$ cat config.mk
export PLATFORM = sky130hd
export DESIGN_NAME = thread_irq_presenter
export DESIGN_NICKNAME = d
export VERILOG_FILES = /design/src/rtl/tipp_pkg.sv /design/src/rtl/tipp_op_select.sv /design/src/rtl/tipp_pend_bank.sv /design/src/rtl/tipp_sig_regs.sv /design/src/rtl/thread_irq_presenter.sv
export SDC_FILE = /design/constraint.sdc
export NUM_CORES = 1
export LEC_CHECK = 0
export CORE_MARGIN = 5
export CORE_UTILIZATION = 30
export CTS_CLUSTER_SIZE = 40
export DETAILED_ROUTE_END_ITERATION = 12
export GPL_TIMING_DRIVEN = 0
export PLACE_DENSITY = 0.55
export SLEW_MARGIN = 20
export SYNTH_ARGS = -nofsm -noshare
export SYNTH_HDL_FRONTEND = slang
export SYNTH_HIERARCHICAL = 1
export SYNTH_SLANG_ARGS = --single-unit
$ cat constraint.sdc
create_clock -name clk -period 5.25 [get_ports clk]
set_input_delay 1.05 -clock clk [delete_from_list [all_inputs] [get_ports clk]]
set_output_delay 1.05 -clock clk [all_outputs]
set_load 0.1 [all_outputs]
$ cat src/rtl/tipp_pkg.sv
package tipp_pkg;
    localparam int PRIO_W   = 3;
    localparam int NPRIO    = 1 << PRIO_W;
    localparam int GRP_W    = 6;
    localparam int REG_W    = 8;
    localparam int NRING    = 3;
    localparam int NSIG     = 2;
    localparam int RING_OS   = 0;
    localparam int RING_POOL = 1;
    localparam int RING_PHYS = 2;
    localparam int SIG_OS   = 0;
    localparam int SIG_PHYS = 1;

    localparam logic [REG_W-1:0] PRIO_NONE = '1;
    localparam logic [REG_W-1:0] MAX_PRIO  = REG_W'(NPRIO - 1);
    localparam logic [1:0] CODE_OS   = 2'b10;
    localparam logic [1:0] CODE_POOL = 2'b01;
    localparam logic [1:0] CODE_PHYS = 2'b10;

    typedef enum logic [1:0] {
        OP_IDLE    = 2'd0,
        OP_ACK     = 2'd1,
        OP_CPPR    = 2'd2,
        OP_PRESENT = 2'd3
    } op_e;

    // one-hot buffer mask for a priority; zero for out-of-range values
    function automatic logic [NPRIO-1:0] prio_bit(input logic [REG_W-1:0] p);
        prio_bit = '0;
        if (p <= MAX_PRIO)
            prio_bit = (NPRIO)'(1) << (NPRIO - 1 - int'(p));
    endfunction

    // most favoured pending priority, PRIO_NONE when the buffer is empty
    function automatic logic [REG_W-1:0] buf_to_pipr(input logic [NPRIO-1:0] b);
        buf_to_pipr = PRIO_NONE;
        for (int i = NPRIO - 1; i >= 0; i--)
            if (b[NPRIO-1-i]) buf_to_pipr = REG_W'(i);
    endfunction

    function automatic logic [REG_W-1:0] nsr_code(input logic [1:0] ring,
                                                  input logic [GRP_W-1:0] grp);
        unique case (ring)
            2'd0:    nsr_code = {CODE_OS, grp};
            2'd1:    nsr_code = {CODE_POOL, grp};
            default: nsr_code = {CODE_PHYS, grp};
        endcase
    endfunction
endpackage

$ cat src/rtl/tipp_op_select.sv
module tipp_op_select
    import tipp_pkg::*;
(
    input  logic       ack_valid,
    input  logic       cppr_valid,
    input  logic       pres_valid,
    input  logic [1:0] pres_ring,
    output op_e        op
);
    logic [2:0] req;

    always_comb begin
        req = {ack_valid, cppr_valid, pres_valid && (pres_ring != 2'd3)};
        unique casez (req)
            3'b1??:  op = OP_ACK;
            3'b01?:  op = OP_CPPR;
            3'b001:  op = OP_PRESENT;
            default: op = OP_IDLE;
        endcase
    end
endmodule

$ cat src/rtl/tipp_pend_bank.sv
module tipp_pend_bank
    import tipp_pkg::*;
#(
    parameter int RINGS = NRING
)(
    input  logic                         clk,
    input  logic                         rst_n,
    input  logic [RINGS-1:0][NPRIO-1:0]  set_m,
    input  logic [RINGS-1:0][NPRIO-1:0]  clr_m,
    output logic [RINGS-1:0][NPRIO-1:0]  pend_q
);
    for (genvar g = 0; g < RINGS; g++) begin : g_ring
        logic [NPRIO-1:0] q;

        always_ff @(posedge clk or negedge rst_n) begin
            if (!rst_n) q <= '0;
            else        q <= (q | set_m[g]) & ~clr_m[g];
        end

        assign pend_q[g] = q;

        AST_SET_STICKS: assert property (@(posedge clk) disable iff (!rst_n)
            (set_m[g] != '0) |=> ((q & $past(set_m[g])) == $past(set_m[g])))
            else $error("pending bit not set");

        AST_CLR_DROPS: assert property (@(posedge clk) disable iff (!rst_n)
            (clr_m[g] != '0) |=> ((q & $past(clr_m[g])) == '0))
            else $error("pending bit not cleared");
    end
endmodule

$ cat src/rtl/tipp_sig_regs.sv
module tipp_sig_regs
    import tipp_pkg::*;
#(
    parameter logic [REG_W-1:0] CPPR_RST = '0,
    parameter logic [REG_W-1:0] PIPR_RST = PRIO_NONE
)(
    input  logic             clk,
    input  logic             rst_n,
    input  logic             ld,
    input  logic [REG_W-1:0] cppr_d,
    input  logic [REG_W-1:0] pipr_d,
    input  logic [REG_W-1:0] nsr_d,
    output logic [REG_W-1:0] cppr_q,
    output logic [REG_W-1:0] pipr_q,
    output logic [REG_W-1:0] nsr_q
);
    always_ff @(posedge clk or negedge rst_n) begin
        if (!rst_n) begin
            cppr_q <= CPPR_RST;
            pipr_q <= PIPR_RST;
            nsr_q  <= '0;
        end else if (ld) begin
            cppr_q <= cppr_d;
            pipr_q <= pipr_d;
            nsr_q  <= nsr_d;
        end
    end
endmodule

$ cat src/rtl/thread_irq_presenter.sv
module thread_irq_presenter
    import tipp_pkg::*;
(
    input  logic        clk,
    input  logic        rst_n,
    input  logic        pool_ctx_valid,
    input  logic        pres_valid,
    input  logic [1:0]  pres_ring,
    input  logic [2:0]  pres_prio,
    input  logic [5:0]  pres_group,
    input  logic        ack_valid,
    input  logic        ack_sel,
    input  logic        cppr_wr_valid,
    input  logic        cppr_wr_sel,
    input  logic [7:0]  cppr_wr_value,
    output logic [15:0] ack_rdata,
    output logic        os_irq,
    output logic        phys_irq,
    output logic [7:0]  os_cppr,
    output logic [7:0]  os_pipr,
    output logic [7:0]  os_nsr,
    output logic [7:0]  phys_cppr,
    output logic [7:0]  phys_pipr,
    output logic [7:0]  phys_nsr,
    output logic [7:0]  os_ipb,
    output logic [7:0]  pool_ipb,
    output logic [7:0]  phys_ipb
);
    op_e op;

    logic [NRING-1:0][NPRIO-1:0] pend, set_m, clr_m;
    logic [NSIG-1:0][REG_W-1:0]  cppr_q, pipr_q, nsr_q;
    logic [NSIG-1:0]             sig_ld;
    logic [REG_W-1:0]            cppr_d, pipr_d, nsr_d;
    logic                        ack_ld;
    logic [2*REG_W-1:0]          ack_d;

    logic                        s;
    logic [REG_W-1:0]            p_new, own_best, pool_best, best, cap;
    logic [1:0]                  win_ring, tgt_ring;
    logic [REG_W-1:0]            cur_nsr;
    logic                        pending;

    tipp_op_select u_sel (
        .ack_valid  (ack_valid),
        .cppr_valid (cppr_wr_valid),
        .pres_valid (pres_valid),
        .pres_ring  (pres_ring),
        .op         (op)
    );

    tipp_pend_bank #(.RINGS(NRING)) u_bank (
        .clk    (clk),
        .rst_n  (rst_n),
        .set_m  (set_m),
        .clr_m  (clr_m),
        .pend_q (pend)
    );

    for (genvar g = 0; g < NSIG; g++) begin : g_sig
        tipp_sig_regs u_regs (
            .clk    (clk),
            .rst_n  (rst_n),
            .ld     (sig_ld[g]),
            .cppr_d (cppr_d),
            .pipr_d (pipr_d),
            .nsr_d  (nsr_d),
            .cppr_q (cppr_q[g]),
            .pipr_q (pipr_q[g]),
            .nsr_q  (nsr_q[g])
        );
    end

    always_comb begin
        set_m     = '0;
        clr_m     = '0;
        sig_ld    = '0;
        cppr_d    = '0;
        pipr_d    = '0;
        nsr_d     = '0;
        ack_ld    = 1'b0;
        ack_d     = '0;
        s         = 1'b0;
        p_new     = REG_W'(pres_prio);
        own_best  = PRIO_NONE;
        pool_best = buf_to_pipr(pend[RING_POOL]);
        best      = PRIO_NONE;
        cap       = cppr_wr_value;
        win_ring  = 2'(RING_OS);
        tgt_ring  = 2'(RING_OS);
        cur_nsr   = '0;
        pending   = 1'b0;

        unique case (op)
            OP_PRESENT: begin
                s = (pres_ring != 2'(RING_OS));
                if (pres_group == '0)
                    set_m[pres_ring] = prio_bit(p_new);
                if (pres_group != '0 || p_new < pipr_q[s]) begin
                    sig_ld[s] = 1'b1;
                    cppr_d    = cppr_q[s];
                    pipr_d    = p_new;
                    nsr_d     = (p_new < cppr_q[s]) ? nsr_code(pres_ring, pres_group) : '0;
                end
            end
            OP_CPPR: begin
                s        = cppr_wr_sel;
                cap      = (cppr_wr_value > MAX_PRIO) ? PRIO_NONE : cppr_wr_value;
                own_best = buf_to_pipr(pend[s ? RING_PHYS : RING_OS]);
                best     = own_best;
                win_ring = s ? 2'(RING_PHYS) : 2'(RING_OS);
                if (s && pool_ctx_valid && (pool_best < own_best)) begin
                    best     = pool_best;
                    win_ring = 2'(RING_POOL);
                end
                sig_ld[s] = 1'b1;
                cppr_d    = cap;
                pipr_d    = best;
                nsr_d     = (best < cap) ? nsr_code(win_ring, '0) : '0;
            end
            OP_ACK: begin
                s       = ack_sel;
                cur_nsr = nsr_q[s];
                pending = s ? (cur_nsr[7:6] != 2'b00) : cur_nsr[7];
                ack_ld  = 1'b1;
                ack_d   = {cur_nsr, cppr_q[s]};
                if (pending) begin
                    if (!s)                          tgt_ring = 2'(RING_OS);
                    else if (cur_nsr[7:6] == CODE_POOL) tgt_ring = 2'(RING_POOL);
                    else                             tgt_ring = 2'(RING_PHYS);
                    if (cur_nsr[GRP_W-1:0] == '0)
                        clr_m[tgt_ring] = prio_bit(pipr_q[s]);
                    sig_ld[s] = 1'b1;
                    cppr_d    = pipr_q[s];
                    pipr_d    = pipr_q[s];
                    nsr_d     = '0;
                    ack_d     = {cur_nsr, pipr_q[s]};
                end
            end
            default: ;
        endcase
    end

    always_ff @(posedge clk or negedge rst_n) begin
        if (!rst_n)      ack_rdata <= '0;
        else if (ack_ld) ack_rdata <= ack_d;
    end

    assign os_cppr   = cppr_q[SIG_OS];
    assign os_pipr   = pipr_q[SIG_OS];
    assign os_nsr    = nsr_q[SIG_OS];
    assign phys_cppr = cppr_q[SIG_PHYS];
    assign phys_pipr = pipr_q[SIG_PHYS];
    assign phys_nsr  = nsr_q[SIG_PHYS];
    assign os_irq    = nsr_q[SIG_OS][7];
    assign phys_irq  = |nsr_q[SIG_PHYS][7:6];
    assign os_ipb    = pend[RING_OS];
    assign pool_ipb  = pend[RING_POOL];
    assign phys_ipb  = pend[RING_PHYS];

    AST_OS_IRQ_BEATS_CPPR: assert property (@(posedge clk) disable iff (!rst_n)
        os_irq |-> (os_pipr < os_cppr)) else $error("os exception without winner");

    AST_PHYS_IRQ_BEATS_CPPR: assert property (@(posedge clk) disable iff (!rst_n)
        phys_irq |-> (phys_pipr < phys_cppr)) else $error("phys exception without winner");

    AST_NSR_CODE_LEGAL: assert property (@(posedge clk) disable iff (!rst_n)
        (phys_nsr[7:6] != 2'b11) && !os_nsr[6]) else $error("illegal nsr code");

    AST_ACK_DROPS_OS: assert property (@(posedge clk) disable iff (!rst_n)
        (ack_valid && !ack_sel) |=> (os_nsr == '0 && !os_irq)) else $error("os ack left nsr");

    AST_ACK_DROPS_PHYS: assert property (@(posedge clk) disable iff (!rst_n)
        (ack_valid && ack_sel) |=> (phys_nsr == '0 && !phys_irq)) else $error("phys ack left nsr");

    AST_CPPR_CLAMP_OS: assert property (@(posedge clk) disable iff (!rst_n)
        (!ack_valid && cppr_wr_valid && !cppr_wr_sel && cppr_wr_value > MAX_PRIO)
        |=> (os_cppr == PRIO_NONE)) else $error("os cppr not clamped");

    AST_CPPR_CLAMP_PHYS: assert property (@(posedge clk) disable iff (!rst_n)
        (!ack_valid && cppr_wr_valid && cppr_wr_sel && cppr_wr_value > MAX_PRIO)
        |=> (phys_cppr == PRIO_NONE)) else $error("phys cppr not clamped");

    AST_ACK_BLOCKS_OTHERS: assert property (@(posedge clk) disable iff (!rst_n)
        (ack_valid && ack_sel) |=> $stable(os_cppr)) else $error("lower request ran with ack");
endmodule

==> results.sh <==
export IMPL_drive_gt1_share_pct=18.8
export IMPL_cp_cell_sequence="clkdlybuf4s50_1 -> buf_6 -> nor3b_2 -> o22ai_1 -> or2_1 -> buf_6 -> ha_1 -> or3_1 -> nor4_4 -> a31o_4 -> nand2_1 -> o21ai_0 -> ha_1 -> a21oi_1 -> o21ai_0 -> a221oi_2 -> nand4_1 -> o31ai_4 -> mux2_2"
export IMPL_holdCritPathClass="register to register"
export IMPL_worst_slew_margin_rel_pct=33.9
export IMPL_cpLargestDelayFamily="simple AND/OR/NAND/NOR gates"
export IMPL_detail_route_iter0_violations=321
export IMPL_coreArea_um2=18000
export IMPL_layout_cells_most_common="clkdlybuf4s50_1"
export IMPL_post_route_drc_count=0
export IMPL_routed_via_count=4632
export IMPL_worst_endpoint_required_ns=5.54
export IMPL_cts_max_level=3
export IMPL_power_density_cell_area_nw_per_um2=511
export IMPL_initial_core_util_pct=30.6
export IMPL_net_count_of_the_finished_layout=700
export IMPL_crit_fanout=10
export IMPL_synth_net_count=573
export IMPL_die_area_um2=21200
export IMPL_grtUsageTotal_pct=16.3
export IMPL_cts_tree="done"
export IMPL_critical_path_buf_inv_count=3
export IMPL_post_route_non_filler_standard_cell_count=894
export IMPL_grt_max_degree=57
export IMPL_overflow=0
export IMPL_route_detailed_wl_per_inst_um=19.5
export IMPL_power_ir_vdd_worst_v=0.000487
export IMPL_ios=117
export IMPL_final_antenna_net_count=0
export IMPL_setup_tns_final_ns=0
export IMPL_cp_end_kind="register"
export IMPL_leakage_nw=3.23
export IMPL_worstMarginPinSlew_ns=0.988
export IMPL_final_core_utilization_pct=40.8
export IMPL_critical_path_class="primary input to register"
export IMPL_cts_hold_repair_buffers=0
export IMPL_io_buffers=115
export IMPL_layout_cell_area_non_filler_um2=7360
export IMPL_synth_yosys_warnings=6
export IMPL_comb_power_share_pct=53.7
export IMPL_detailedPlacementHpwl_mm=13.5
export IMPL_netSwitchingPower_mw=1.90
export IMPL_antennaDiodeCount=0
export IMPL_synth_enable_flop_cells=0
export IMPL_timing_final_max_slew_violations=0
export IMPL_grt_first_pass_wirelength_mm=27.6
export IMPL_layout_min_cycle_time_ns=4.99
export IMPL_share_of_synthesized_flip_flops_with_an_asynchronous_set_or_reset_pct=100
export IMPL_clock_fmax_mhz=201
export IMPL_synth_largest_type_area_fraction_pct=32.7
export IMPL_tritoncts_num_buffers=9
export IMPL_synth_area_leaders="dfrtp_1, mux2_4, dfstp_2, mux2i_1, nor2_1"
export IMPL_post_route_period_util_pct=95.0
export IMPL_postSynthCellCount=533
export IMPL_ys_flop_type="dfrtp_1"
export IMPL_insertion_delay_ns=0.35
export IMPL_clock_tree_root_cell="clkbuf_16"
export IMPL_dr_vias_cell=5.18
export IMPL_timing_final_hold_violations=0
export IMPL_cp_slowest_stage_delay_ns=0.57
export IMPL_syn_area_per_cell_um2=10.3
export IMPL_number_of_global_route_vias_before_repair=4790
export IMPL_synth_distinct_cells=66
export IMPL_die_width_um=146
export IMPL_worstPathArrival_ns=5.28
export IMPL_synth_sequential_area_ratio_pct=40.3
export IMPL_status="finished, final reports clean"
export IMPL_netlist_area_before_placement_um2=5510
export IMPL_clock_skew_final_ns=0.0102
export IMPL_finalWeightedCongestion=0.840
export IMPL_die_y_um=146
export IMPL_layout_cells_most_common_list="clkdlybuf4s50_1, nor2_1, dfrtp_1, nand2_1, mux2_4"
export IMPL_timing_max_cap_violations=0
export IMPL_dr_pass1_iters=4
export IMPL_cpMaxStageDelayCell="clkdlybuf4s50_1"
export IMPL_number_of_standard_cell_rows_in_the_floorplan=49
export IMPL_synth_top_area_cell="dfrtp_1"
export IMPL_internal_power_mw=1.86
export IMPL_placed_area_um2=6980
export IMPL_placedCellCount=878
export IMPL_cts_sink_count=88
export IMPL_switching_power_as_a_share_of_total_power_pct=50.5
export IMPL_clock_path_buffers=2
export IMPL_synth_seq_cells=88
export IMPL_clock_power_share_pct=19.8
export IMPL_route_final_wire_length_mm=17.4
export IMPL_area_delta_synth_final_pct=33.5
export IMPL_grt_antenna_before_repair=0
export IMPL_clk_pin_slew_worst_paths_ns=0.07
export IMPL_p_seq_share_pct=26.5
export IMPL_report_final_setup_viol=0
export IMPL_critical_path_startpoint_type="primary input"
## layout make-up
class | instances | area [um^2]
Sequential cell | 88 | 2220
Buffer | 22 | 186
Timing Repair Buffer | 117 | 1180
Clock buffer | 9 | 225
Tap cell | 229 | 287
Fill cell | 1753 | 10700
Multi-Input combinational cell | 407 | 3080
Clock inverter | 7 | 118
Inverter | 15 | 56.3
## worst reg2reg max path: stages, from the launching register on
cell and delay [ns]:
dfrtp_1 0.43, nor3b_2 0.25, o22ai_1 0.18, or2_1 0.26, buf_6 0.14, ha_1 0.20
or3_1 0.43, nor4_4 0.20, a31o_4 0.25, nand2_1 0.06, o21ai_0 0.16, ha_1 0.31
a21oi_1 0.14, o21ai_0 0.11, a221oi_2 0.23, nand4_1 0.21, o31ai_4 0.31, mux2_2 0.20
## worst paths after layout
| path | end | slack (ns) | start | cells after the start |
|---|---|---|---|---|
| setup / recovery | g_sig[1].u_regs/nsr_q[7] | 0.26 | cppr_wr_sel | 19 |
| hold / removal | ack_rdata[1] | 0.49 | ack_rdata[1] | 2 |
| setup reg to reg | g_sig[1].u_regs/nsr_q[7] | 1.14 | u_bank/g_ring[2].q[4] | 17 |
| hold reg to reg | ack_rdata[1] | 0.49 | ack_rdata[1] | 2 |
| max in group asynchronous | g_sig[0].u_regs/pipr_q[2] | 3.91 | rst_n | 2 |
| min in group asynchronous | g_sig[0].u_regs/cppr_q[6] | 0.66 | rst_n | 1 |
## power by group through the flow
stage / clock [mW] / sequential (mW) / combinational, mW
2_1_floorplan: 0 / 1.95 / 0.558
3_3_place_gp: 0 / 1.01 / 2.00
3_5_place_dp: 0 / 1.01 / 2.02
4_1_cts: 0.757 / 1.00 / 2.02
5_1_grt: 0.785 / 1.02 / 2.10
6_report: 0.746 / 0.997 / 2.02
## stage by stage
| stage | power [mW] | hold WS (ns) | setup WS [ns] |
|---|---|---|---|
| 4_1_cts | 3.78 | 0.492 | 0.0429 |
| 5_1_grt | 3.90 | 0.520 | -0.0245 |
| 2_1_floorplan | 2.51 | 0.754 | 0.852 |
| 3_5_place_dp | 3.03 | 0.478 | -0.385 |
| 6_report | 3.76 | 0.488 | 0.265 |
| 3_3_place_gp | 3.01 | 0.466 | -0.311 |
## kinds of logic after synthesis
kind of cell             Yosys count  share of synthesized area [%]
adder cells (fa/ha/maj)           13                           2.95
AND/OR/NAND/NOR                  200                           17.7
AO/OA/AOI/OAI                    106                           14.3
buffers and inverters             38                           4.49
flip-flops                        88                           40.3
multiplexers                      88                           20.2
## cell usage after synthesis, types with 3 or more instances
library cell	count
nor2_1	78
dfrtp_1	72
nand2_1	52
mux2_4	40
mux2i_1	30
o21ba_1	24
o21ai_0	19
mux2_2	17
dfstp_2	16
nor3_1	16
a21oi_1	15
inv_1	15
ha_1	13
and2_1	9
clkbuf_1	9
o211ai_1	6
a22oi_1	5
buf_2	5
nand3b_1	5
o22ai_1	5
buf_12	4
buf_6	4
nand2b_1	4
nor2b_1	4
nor3b_2	4
nor4_1	4
a21o_1	3
a2bb2oi_1	3
a31oi_1	3
nand3_1	3
or3_1	3
or4_1	3
## registers in the layout, indices dropped and copies added, names as in the netlist
name                 cells
u_bank/g_ring.q         24
ack_rdata               16
g_sig.u_regs/cppr_q     16
g_sig.u_regs/pipr_q     16
g_sig.u_regs/nsr_q      16
## layer usage
layer	routed length, um	global-route usage [%]	up-vias
met1	8140	22.3	2311
met5	0	0	-
met4	349	5.27	0
li1	-	-	2169
met2	8050	26.0	134
met3	874	2.99	18
## repair_timing
action | CTS | global route
gates resized for setup | 1 | 4
setup endpoints to repair | 2 | 4
setup buffers | 0 | 1
cloned | 0 | 0
pin swaps | 0 | 3
Note: power is estimated with default switching activity, not from simulation.
